==> config.mk <==
export PLATFORM = sky130hd
export DESIGN_NAME = salu_core
export DESIGN_NICKNAME = d
export VERILOG_FILES = /design/src/rtl/salu_pkg.sv /design/src/rtl/salu_addsub.sv /design/src/rtl/salu_logic.sv /design/src/rtl/salu_byteload.sv /design/src/rtl/salu_core.sv
export SDC_FILE = /design/constraint.sdc
export NUM_CORES = 1
export LEC_CHECK = 0
export BUFFER_PORTS_ARGS = -buffer_cell sky130_fd_sc_hd__buf_4
export CELL_PAD_IN_SITES_DETAIL_PLACEMENT = 0
export CELL_PAD_IN_SITES_GLOBAL_PLACEMENT = 2
export CORE_ASPECT_RATIO = 1.1
export CORE_MARGIN = 1.5
export CORE_UTILIZATION = 33
export DETAILED_ROUTE_END_ITERATION = 12
export GPL_ROUTABILITY_DRIVEN = 0
export PLACE_DENSITY_LB_ADDON = 0.1
export SYNTH_ARGS = -nofsm -noshare
export SYNTH_HDL_FRONTEND = slang
export SYNTH_SLANG_ARGS = --single-unit
==> constraint.sdc <==
create_clock -name clk -period 5.2 [get_ports clk]
set_input_delay 0.26 -clock clk [delete_from_list [all_inputs] [get_ports clk]]
set_output_delay 0.26 -clock clk [all_outputs]
set_load 0.005 [all_outputs]
==> src/rtl/salu_pkg.sv <==
package salu_pkg;

    localparam int DATA_W  = 16;
    localparam int IMM_W   = 8;
    localparam int SHAMT_W = 4;
    localparam int REG_W   = 4;

    typedef enum logic [2:0] {
        OP_ADD  = 3'd0,
        OP_SUB  = 3'd1,
        OP_ADDZ = 3'd2,
        OP_AND  = 3'd3,
        OP_SLL  = 3'd4,
        OP_SRL  = 3'd5,
        OP_LLB  = 3'd6,
        OP_LHB  = 3'd7
    } alu_op_e;

    typedef struct packed {
        logic z;
        logic n;
        logic v;
    } flags_t;

    typedef enum logic [1:0] {
        CLS_ARITH = 2'd0,
        CLS_LOGIC = 2'd1,
        CLS_BYTE  = 2'd2
    } op_class_e;

    function automatic op_class_e class_of(input alu_op_e op);
        case (op)
            OP_ADD, OP_SUB, OP_ADDZ: class_of = CLS_ARITH;
            OP_AND, OP_SLL, OP_SRL:  class_of = CLS_LOGIC;
            default:                 class_of = CLS_BYTE;
        endcase
    endfunction

endpackage

==> src/rtl/salu_addsub.sv <==
module salu_addsub #(
    parameter int W = 16
) (
    input  logic [W-1:0] opa,
    input  logic [W-1:0] opb,
    input  logic         subtract,
    output logic [W-1:0] result,
    output logic         clamped
);
    localparam logic [W-1:0] MAX_POS = {1'b0, {(W-1){1'b1}}};
    localparam logic [W-1:0] MAX_NEG = {1'b1, {(W-1){1'b0}}};

    logic [W-1:0] b_eff;
    logic [W:0]   wide;

    always_comb begin
        b_eff   = subtract ? ~opb : opb;
        wide    = {opa[W-1], opa} + {b_eff[W-1], b_eff} + {{W{1'b0}}, subtract};
        clamped = wide[W] ^ wide[W-1];
        if (!clamped)
            result = wide[W-1:0];
        else if (wide[W])
            result = MAX_NEG;
        else
            result = MAX_POS;
    end
endmodule

==> src/rtl/salu_logic.sv <==
module salu_logic
    import salu_pkg::*;
#(
    parameter int W  = 16,
    parameter int SW = 4
) (
    input  alu_op_e       op,
    input  logic [W-1:0]  opa,
    input  logic [W-1:0]  opb,
    input  logic [SW-1:0] amount,
    output logic [W-1:0]  result
);
    always_comb begin
        case (op)
            OP_SLL:  result = opa << amount;
            OP_SRL:  result = opa >> amount;
            default: result = opa & opb;
        endcase
    end
endmodule

==> src/rtl/salu_byteload.sv <==
module salu_byteload #(
    parameter int W  = 16,
    parameter int IW = 8
) (
    input  logic          upper,
    input  logic [W-1:0]  current,
    input  logic [IW-1:0] byte_val,
    output logic [W-1:0]  result
);
    localparam int HI_W = W - IW;

    always_comb begin
        if (upper)
            result = {byte_val[HI_W-1:0], current[IW-1:0]};
        else
            result = {{HI_W{1'b0}}, byte_val};
    end
endmodule

==> src/rtl/salu_core.sv <==
module salu_core
    import salu_pkg::*;
(
    input  logic                clk,
    input  logic                rst,
    input  logic                issue,
    input  logic [2:0]          op_code,
    input  logic [REG_W-1:0]    rd,
    input  logic [DATA_W-1:0]   src_a,
    input  logic [DATA_W-1:0]   src_b,
    input  logic [IMM_W-1:0]    imm,
    input  logic [SHAMT_W-1:0]  shamt,
    input  logic                z_in,
    input  logic                n_in,
    input  logic                v_in,
    output logic                res_valid,
    output logic                wr_en,
    output logic [REG_W-1:0]    wr_dst,
    output logic [DATA_W-1:0]   wr_data,
    output logic                z_out,
    output logic                n_out,
    output logic                v_out
);
    alu_op_e       op;
    op_class_e     cls;
    flags_t        cur_flags, nxt_flags, flags_q;
    logic [DATA_W-1:0] arith_res, logic_res, byte_res, sel_res;
    logic          arith_ovf;
    logic          commit;

    assign op        = alu_op_e'(op_code);
    assign cls       = class_of(op);
    assign cur_flags = '{z: z_in, n: n_in, v: v_in};

    salu_addsub #(.W(DATA_W)) u_arith (
        .opa      (src_a),
        .opb      (src_b),
        .subtract (op == OP_SUB),
        .result   (arith_res),
        .clamped  (arith_ovf)
    );

    salu_logic #(.W(DATA_W), .SW(SHAMT_W)) u_logic (
        .op     (op),
        .opa    (src_a),
        .opb    (src_b),
        .amount (shamt),
        .result (logic_res)
    );

    salu_byteload #(.W(DATA_W), .IW(IMM_W)) u_byte (
        .upper    (op == OP_LHB),
        .current  (src_a),
        .byte_val (imm),
        .result   (byte_res)
    );

    always_comb begin
        sel_res   = byte_res;
        nxt_flags = cur_flags;
        commit    = 1'b1;
        case (cls)
            CLS_ARITH: begin
                sel_res = arith_res;
                if (op == OP_ADDZ && !z_in) begin
                    commit = 1'b0;
                end else begin
                    nxt_flags.z = (arith_res == '0);
                    nxt_flags.n = arith_res[DATA_W-1];
                    nxt_flags.v = arith_ovf;
                end
            end
            CLS_LOGIC: begin
                sel_res     = logic_res;
                nxt_flags.z = (logic_res == '0);
            end
            default: ;
        endcase
    end

    always_ff @(posedge clk) begin
        if (rst) begin
            res_valid <= 1'b0;
            wr_en     <= 1'b0;
            wr_dst    <= '0;
            wr_data   <= '0;
            flags_q   <= '0;
        end else begin
            res_valid <= issue;
            wr_en     <= issue && commit && (rd != '0);
            if (issue) begin
                wr_dst  <= rd;
                wr_data <= sel_res;
                flags_q <= nxt_flags;
            end
        end
    end

    assign z_out = flags_q.z;
    assign n_out = flags_q.n;
    assign v_out = flags_q.v;


    r0_write_chk: assert property (@(posedge clk) disable iff (rst)
        wr_en |-> (wr_dst != '0));


    idle_nowrite_chk: assert property (@(posedge clk) disable iff (rst)
        !issue |=> (!res_valid && !wr_en));


    logic_nv_hold_chk: assert property (@(posedge clk) disable iff (rst)
        (issue && cls == CLS_LOGIC) |=> (n_out == $past(n_in) && v_out == $past(v_in)));


    sat_value_chk: assert property (@(posedge clk) disable iff (rst)
        (issue && cls == CLS_ARITH && !(op == OP_ADDZ && !z_in))
        |=> (!v_out || wr_data == 16'h7FFF || wr_data == 16'h8000));


    addz_skip_chk: assert property (@(posedge clk) disable iff (rst)
        (issue && op == OP_ADDZ && !z_in)
        |=> (!wr_en && z_out == 1'b0 && n_out == $past(n_in) && v_out == $past(v_in)));


    byte_flags_chk: assert property (@(posedge clk) disable iff (rst)
        (issue && cls == CLS_BYTE)
        |=> (z_out == $past(z_in) && n_out == $past(n_in) && v_out == $past(v_in)));


    arith_zero_chk: assert property (@(posedge clk) disable iff (rst)
        (issue && (op == OP_ADD || op == OP_SUB)) |=> (z_out == (wr_data == '0)));

endmodule

==> results of run 1 <==
placed cells by master, fill, tap and decap left out, types with 5 or more instances in the layout:
cell type / count
nor3_1: 14
mux2_2: 17
o211ai_1: 16
o21ai_0: 18
ha_1: 16
nand4_1: 7
a211oi_1: 18
nand2b_1: 11
xnor2_1: 22
o221ai_1: 5
a21o_1: 5
a311oi_1: 8
nor4_1: 6
buf_4: 82
nor2b_1: 6
a21oi_1: 38
mux4_2: 19
and3_1: 5
mux2i_1: 31
inv_1: 10
dfxtp_1: 25
nand2_1: 38
or2_2: 6
nand3_1: 14
o31ai_1: 5
nor2_1: 67
and2_1: 5
o22ai_1: 8
registers in the layout (all words and copies together), names as in the netlist:
name and flops:
z_out 1, v_out 1, n_out 1, wr_dst 4, wr_en 1, wr_data 16, res_valid 1
metrics by stage:
| step | util [%] | instances | instance area, um2 | hold WS (ns) |
|---|---|---|---|---|
| 4_1_cts | 39.6 | 754 | 4990 | 0.250 |
| 3_5_place_dp | 39.0 | 750 | 4910 | 0.482 |
| 2_1_floorplan | - | 552 | 4260 | 0.338 |
| 5_1_grt | 39.6 | 754 | 4990 | 0.248 |
| 3_3_place_gp | 39.0 | 750 | 4910 | 0.472 |
| 6_report | 39.6 | 754 | 4990 | 0.247 |
per-layer routing:
metal | track usage (%) | vias up | wire (um)
met3 | 1.79 | 36 | 723
met5 | 0 | - | 0
li1 | - | 2219 | -
met2 | 46.5 | 165 | 8860
met1 | 31.2 | 2294 | 7270
met4 | 9.26 | 0 | 626
worst min-delay path: cells and delay by family:
family | cells | cell delay (ns)
buf+inv | 1 | 0.08
mux | 1 | 0.06
simple gates | 1 | 0.07
area by class of cell:
cell class | instances | share of cell area, %
clock buffers | 4 | 1.58
inverters | 13 | 0.978
multi-input cells | 473 | 71.1
flip-flops and latches | 25 | 10.0
well taps | 157 | 3.94
repair buffers | 82 | 12.3
worst paths after layout:
path / end / cells past startpoint / from
setup reg to reg: z_out / 7 / z_out
setup / recovery: wr_data[3] / 11 / op_code[0]
hold / removal: wr_dst[0] / 3 / rd[0]
hold reg to reg: wr_dst[1] / 2 / wr_dst[1]
report_power, final:
group	switching (mW)	internal [mW]	total, mW
Combinational	0.330	0.231	0.560
Clock	0.0670	0.105	0.172
Sequential	0.0105	0.209	0.219
Total	0.407	0.545	0.952
cells by family after synthesis:
family          after synthesis  synth area share, %
xor+xnor                     26                 5.35
fa+ha+maj                    17                 5.17
simple gates                199                 23.3
mux                          67                 21.8
flops                        25                 11.8
buf+inv                      54                 5.00
compound gates              164                 27.5
==> impl_metrics.env, run 1 <==
export IMPL_insertion_delay_ns=0.26
export IMPL_cts_root_buf="clkbuf_16"
export IMPL_path_cells="buf_4 -> or3b_1 -> xnor2_1 -> fa_1 -> a211oi_1 -> o211ai_1 -> a211oi_1 -> a21oi_1 -> and2_1 -> a21oi_1 -> a311oi_1"
export IMPL_place_ws_ns=0.818
export IMPL_maxCapViolCount=0
export IMPL_yosys_area_top_type="dfxtp_1"
export IMPL_synth_flop_cell="dfxtp_1"
export IMPL_synth_area_leaders="dfxtp_1 (12%), mux4_2 (10%), mux2i_1 (7.3%), nor2_1 (5.9%), ha_1 (4.7%)"
export IMPL_postCtsHoldBufs=0
export IMPL_clk_pin_slew_worst_paths_ns=0.06
export IMPL_cp_buffers_inverters=1
export IMPL_leakagePower_nw=1.94
export IMPL_vias_per_cell=6.25
export IMPL_hp_class="input port to flip-flop"
export IMPL_start_util_pct=33.8
export IMPL_io_buffers=81
export IMPL_postSynthCellCount=552
export IMPL_die_height_um=122
export IMPL_core_area_um2=12600
export IMPL_cp_start_kind="input port"
export IMPL_yosysWarnings=0
export IMPL_antenna_found_initial=0
export IMPL_dr_pass1_iters=7
export IMPL_post_route_period_util_pct=78.8
export IMPL_htree_levels=1
export IMPL_grt_ovfl_total=0
export IMPL_synth_top_cell_area_share_pct=11.8
export IMPL_drt_iter0_markers=272
export IMPL_postCtsSetupBuffers=0
export IMPL_slowest_delay_ns=0.75
export IMPL_num_vias=4714
export IMPL_area_growth_pct=17.2
export IMPL_dieArea_um2=13600
export IMPL_grt_pass1_wl_um=27100
export IMPL_wl_per_cell_um=23.2
export IMPL_skew_ns=0
export IMPL_synth_edff_count=0
export IMPL_slew_violations=0
export IMPL_setup_slack_ns=1.10
export IMPL_maxSlewHeadroom_pct=21.8
export IMPL_power_mw=0.952
export IMPL_setup_violations=0
export IMPL_drt_wl_total_um=17500
export IMPL_power_density_nw_per_um2=191
export IMPL_worstPathArrival_ns=4.22
export IMPL_cts_tree="done"
export IMPL_multi_input_area_um2=3550
export IMPL_tightestPinTransition_ns=1.17
export IMPL_ios=82
export IMPL_status="completed"
export IMPL_crit_path_end_kind="flip-flop"
export IMPL_synthesis_nets=626
export IMPL_cts_resized=0
export IMPL_cts_buffer_depth=2
export IMPL_syn_avg_cell_area_um2=7.71
export IMPL_die_w_um=111
export IMPL_synth_common_cells="nor2_1 (67), a21oi_1 (38), nand2_1 (38)"
export IMPL_cp_top_family="compound AO/OA/AOI/OAI gates"
export IMPL_grt_total_usage_pct=25.3
export IMPL_fillers=1352
export IMPL_layout_drive_gt1_share_pct=22.8
export IMPL_tns_ns=0
export IMPL_max_vdd_ir_drop_uv=119
export IMPL_final_nets=672
export IMPL_hpwl_um=13700
export IMPL_hold_viol=0
export IMPL_cp_max_fo=20
export IMPL_yosysSeqAreaShare_pct=11.8
export IMPL_antenna_cells=0
export IMPL_cp_required_ns=5.32
export IMPL_min_period_ns=4.10
export IMPL_reg2reg_slack_ns=3.01
export IMPL_num_rows=43
export IMPL_synth_async_reset_ratio_pct=0
export IMPL_synth_distinct_cells=73
export IMPL_route_detailed_drc=0
export IMPL_ys_ff_latch=25
export IMPL_fmax_mhz=244
export IMPL_grt_max_degree=49
export IMPL_grt_pass1_vias=4780
export IMPL_cts_sinks=25
export IMPL_ant_nets=0
export IMPL_criticalPathCategory="input port to flip-flop"
export IMPL_synth_most_common_cell="nor2_1"
export IMPL_numCtsBuffers=3
export IMPL_slowest_stage="or3b_1"
export IMPL_ff_latch_area_um2=500
export IMPL_synth_area_um2=4260
export IMPL_rsz0062_at_grt="false"
Note: power is estimated with default switching activity, not from simulation.
==> run 2, diff against run 1 <==
- clock period: 5.2 -> 3.8 ns (I/O delays scaled with it)
==> impl_metrics.env, run 2 (synthesis results as in run 1) <==
export IMPL_maxCapViolCount=0
export IMPL_ios=82
export IMPL_power_density_nw_per_um2=259
export IMPL_grt_max_degree=37
export IMPL_final_common_cell="buf_4"
export IMPL_final_nets=695
export IMPL_criticalPathCategory="input port to flip-flop"
export IMPL_wl_per_cell_um=22.5
export IMPL_clk_pin_slew_worst_paths_ns=0.07
export IMPL_crit_path_end_kind="flip-flop"
export IMPL_grt_pass1_wl_um=26600
export IMPL_r2r_start="z_out"
export IMPL_antenna_cells=0
export IMPL_hp_class="input port to flip-flop"
export IMPL_place_ws_ns=0.119
export IMPL_setup_violations=0
export IMPL_rsz0062_at_grt="false"
export IMPL_post_route_period_util_pct=89.6
export IMPL_min_period_ns=3.41
export IMPL_status="completed"
export IMPL_hpwl_um=13800
export IMPL_numCtsBuffers=3
export IMPL_die_w_um=111
export IMPL_grt_total_usage_pct=25.2
export IMPL_start_util_pct=33.8
export IMPL_max_vdd_ir_drop_uv=236
export IMPL_slew_violations=0
export IMPL_cp_startpoint="op_code[1]"
export IMPL_drt_wl_total_um=17500
export IMPL_slowest_stage="or4b_1"
export IMPL_cts_root_buf="clkbuf_16"
export IMPL_cp_start_kind="input port"
export IMPL_fillers=1348
export IMPL_postCtsSetupBuffers=0
export IMPL_cp_required_ns=3.97
export IMPL_drt_iter0_markers=276
export IMPL_layout_common_cells="buf_4 (105), nor2_1 (67), nand2_1 (38), a21oi_1 (38), mux2i_1 (31)"
export IMPL_ant_nets=0
export IMPL_maxSlewHeadroom_pct=57.0
export IMPL_grt_pass1_vias=4653
export IMPL_multi_input_area_um2=3540
export IMPL_num_rows=43
export IMPL_tightestPinTransition_ns=0.641
export IMPL_core_area_um2=12600
export IMPL_setup_slack_ns=0.395
export IMPL_instances_no_fill=777
export IMPL_leakagePower_nw=2.06
export IMPL_cts_resized=0
export IMPL_dieArea_um2=13600
export IMPL_slowest_delay_ns=0.51
export IMPL_antenna_found_initial=0
export IMPL_grt_ovfl_total=0
export IMPL_dr_pass1_iters=6
export IMPL_postCtsHoldBufs=0
export IMPL_path_cells="buf_4 -> or3b_1 -> xnor2_1 -> fa_1 -> a211oi_1 -> o21ai_0 -> a21o_1 -> a21oi_1 -> xnor2_1 -> or4b_1 -> or4_1 -> o41ai_2"
export IMPL_die_height_um=122
export IMPL_vias_per_cell=6.12
export IMPL_regMostFlops="wr_data"
export IMPL_area_growth_pct=21.2
export IMPL_worstPathArrival_ns=3.58
export IMPL_layout_drive_gt1_share_pct=25.6
export IMPL_crit_top_cell="xnor2_1"
export IMPL_io_buffers=81
export IMPL_ff_latch_area_um2=500
export IMPL_hold_viol=0
export IMPL_skew_ns=0
export IMPL_fmax_mhz=294
export IMPL_htree_levels=1
export IMPL_cts_buffer_depth=2
export IMPL_cp_max_fo=4
export IMPL_min_from="rd[1]"
export IMPL_cts_sinks=25
export IMPL_insertion_delay_ns=0.26
export IMPL_route_detailed_drc=0
export IMPL_largest_register_ffs=16
export IMPL_post_place_cells=773
export IMPL_reg_largest_list="wr_data (16), wr_dst (4)"
export IMPL_tns_ns=0
export IMPL_num_vias=4752
export IMPL_cts_tree="done"
-- run 2: layout make-up --
class / instances / area share, %
Sequential cell: 25 / 9.70
Clock inverter: 1 / 0.0970
Clock buffer: 3 / 1.46
Timing Repair Buffer: 105 / 15.3
Multi-Input combinational cell: 473 / 68.7
Inverter: 13 / 0.946
Tap cell: 157 / 3.81
-- run 2: worst max-delay path, delay by kind of cell --
kind	cells	cell delay [ns]
and+or+nand+nor	3	1.42
adders and majority gates	1	0.46
AOI/OAI and AO/OA	5	1.08
xor gates and xnor gates	2	0.32
buffers and inverters	1	0.11
-- run 2: worst paths after layout --
check | endpoint | slack, ns | cells after the start
min reg2reg | wr_data[15] | 0.48 | 2
min | wr_dst[1] | 0.18 | 3
max reg2reg | z_out | 1.61 | 7
max | z_out | 0.39 | 12
-- run 2: report_power, final --
| part | internal [mW] | leakage, nW | switching (mW) |
|---|---|---|---|
| clock network | 0.142 | 0.0409 | 0.0976 |
| logic | 0.341 | 1.81 | 0.454 |
| registers | 0.286 | 0.207 | 0.0141 |
-- run 2: metal layers --
metal	GRT usage [%]	vias up	wire length, um
met1	31.2	2288	7480
met4	11.2	0	625
met3	1.84	37	663
met5	0	-	0
met2	44.9	153	8690
li1	-	2274	-
-- run 2: per-stage QoR --
stage / util [%] / total power, mW / hold WS [ns] / cell area, um2
6_report: 41.0 / 1.33 / 0.176 / 5160
5_1_grt: 41.0 / 1.42 / 0.187 / 5160
4_1_cts: 41.0 / 1.33 / 0.179 / 5160
3_5_place_dp: 40.3 / 1.09 / 0.449 / 5080
3_3_place_gp: 40.3 / 1.09 / 0.437 / 5080
2_1_floorplan: - / 0.800 / 0.268 / 4260
==> run 3, diff against run 2 <==
==> constraint.sdc (replaced) <==
create_clock -name clk -period 3.8 [get_ports clk]
set_input_delay 0.38 -clock clk [delete_from_list [all_inputs] [get_ports clk]]
set_output_delay 0.38 -clock clk [all_outputs]
set_load 0.005 [all_outputs]
==> impl_metrics.env, run 3 (synthesis results as in run 1) <==
export IMPL_cp_required_ns=3.97
export IMPL_status="completed"
export IMPL_postCtsSetupBuffers=0
export IMPL_core_area_um2=12600
export IMPL_reg2reg_slack_ns=1.56
export IMPL_cp_max_fo=4
export IMPL_setup_violations=0
export IMPL_grt_total_usage_pct=25.5
export IMPL_max_vdd_ir_drop_uv=227
export IMPL_cp_start_kind="input port"
export IMPL_cp_startpoint="op_code[1]"
export IMPL_largest_register_ffs=16
export IMPL_htree_levels=1
export IMPL_slowest_delay_ns=0.49
export IMPL_num_vias=4855
export IMPL_layout_common_cells="buf_4 (128), nor2_1 (67), nand2_1 (38), a21oi_1 (38), mux2i_1 (31)"
export IMPL_hpwl_um=14200
export IMPL_dr_pass1_iters=5
export IMPL_layout_drive_gt1_share_pct=28.5
export IMPL_leakagePower_nw=2.17
export IMPL_vias_per_cell=6.07
export IMPL_cts_sinks=25
export IMPL_die_w_um=111
export IMPL_cp_buffers_inverters=1
export IMPL_area_growth_pct=25.4
export IMPL_r2r_start="z_out"
export IMPL_grt_pass1_vias=4805
export IMPL_insertion_delay_ns=0.26
export IMPL_final_nets=718
export IMPL_post_route_period_util_pct=93.6
export IMPL_grt_ovfl_total=0
export IMPL_ios=82
export IMPL_maxCapViolCount=0
export IMPL_hold_viol=0
export IMPL_cts_tree="done"
export IMPL_antenna_cells=0
export IMPL_route_detailed_drc=0
export IMPL_fillers=1337
export IMPL_regMostFlops="wr_data"
export IMPL_criticalPathCategory="input port to flip-flop"
export IMPL_dieArea_um2=13600
export IMPL_r2r_end="z_out"
export IMPL_drt_wl_total_um=17600
export IMPL_power_mw=1.39
export IMPL_rsz0062_at_grt="false"
export IMPL_skew_ns=0
export IMPL_reg_largest_list="wr_data (16), wr_dst (4)"
export IMPL_min_period_ns=3.56
export IMPL_antenna_found_initial=0
export IMPL_clk_pin_slew_worst_paths_ns=0.06
export IMPL_ff_latch_area_um2=500
export IMPL_wl_per_cell_um=22.0
export IMPL_path_cells="buf_4 -> or3b_1 -> xnor2_1 -> fa_1 -> a211oi_1 -> o21ai_0 -> xor2_1 -> nor4_1 -> or4b_1 -> or4_1 -> o41ai_2"
export IMPL_die_height_um=122
export IMPL_grt_pass1_wl_um=27300
export IMPL_crit_path_end_kind="flip-flop"
export IMPL_multi_input_area_um2=3550
export IMPL_grt_max_degree=36
export IMPL_hold_path_depth=3
export IMPL_crit_path_end="z_out"
export IMPL_final_common_cell="buf_4"
export IMPL_maxSlewHeadroom_pct=59.8
export IMPL_cts_buffer_depth=2
export IMPL_io_buffers=81
export IMPL_slew_violations=0
export IMPL_worstPathArrival_ns=3.73
export IMPL_path_depth=11
export IMPL_num_rows=43
export IMPL_hp_class="input port to flip-flop"
export IMPL_cts_root_buf="clkbuf_16"
export IMPL_slowest_stage="or3b_1"
export IMPL_fin_util_pct=42.4
export IMPL_power_density_nw_per_um2=260
export IMPL_ant_nets=0
export IMPL_reg2regPathDepth=7
export IMPL_drt_iter0_markers=332
export IMPL_numCtsBuffers=3
export IMPL_tightestPinTransition_ns=0.600
export IMPL_fmax_mhz=281
export IMPL_cp_top_family="simple AND/OR/NAND/NOR gates"
export IMPL_start_util_pct=33.8
==> run 3: metal layers <==
layer	vias up	track usage [%]	part of all wire (%)
li1	2318	-	-
met1	2324	31.2	41
met2	171	46.9	50
met3	42	2.04	5.1
met4	0	9.49	3.5
met5	-	0	0
==> run 3: tightest hold or removal path: stages <==
cell and delay [ns]:
buf_4 0.08, mux2i_1 0.06, nor2_1 0.07
==> run 3: worst min-delay path by stage <==
stage	slack, ns	startpoint	end
floorplan	0.46	rst	res_valid
global placement	0.47	n_out	n_out
detailed placement	0.47	wr_data[15]	wr_data[15]
CTS	0.37	rd[0]	wr_dst[0]
global route	0.36	rd[0]	wr_dst[0]
finish	0.37	rd[3]	wr_dst[3]
==> run 3: what timing repair did <==
item,4_1_cts,5_1_grt
hold endpoints to repair,0,0
hold buffers,0,0
resized for setup,0,2
endpoints found under the setup margin,0,3
==> run 3: report_power, final <==
| group | total, mW | switching, mW | internal, mW |
|---|---|---|---|
| clock | 0.237 | 0.0948 | 0.142 |
| combinational | 0.851 | 0.465 | 0.386 |
| sequential | 0.300 | 0.0142 | 0.286 |
| total | 1.39 | 0.574 | 0.814 |
==> run 3: cell type report <==
cell class,instances,share of cell area (%)
tap,157,3.68
clock buffer,3,1.41
multi-input combinational,473,66.5
clock inverter,1,0.0937
inverter,13,0.914
timing repair buffer,128,18.0
sequential,25,9.37
==> run 3: through the flow <==
| stage | area (um2) | worst slack [ns] | hold WS [ns] | TNS (ns) | instances |
|---|---|---|---|---|---|
| finish | 5340 | 0.242 | 0.366 | 0 | 800 |
| global route | 5340 | 0.00437 | 0.364 | 0 | 800 |
| CTS | 5330 | 0.198 | 0.368 | 0 | 800 |
| detailed placement | 5250 | -0.0697 | 0.466 | -0.136 | 796 |
| global placement | 5250 | -0.0122 | 0.475 | -0.0195 | 796 |
| floorplan | 4260 | 0.0360 | 0.458 | 0 | 552 |
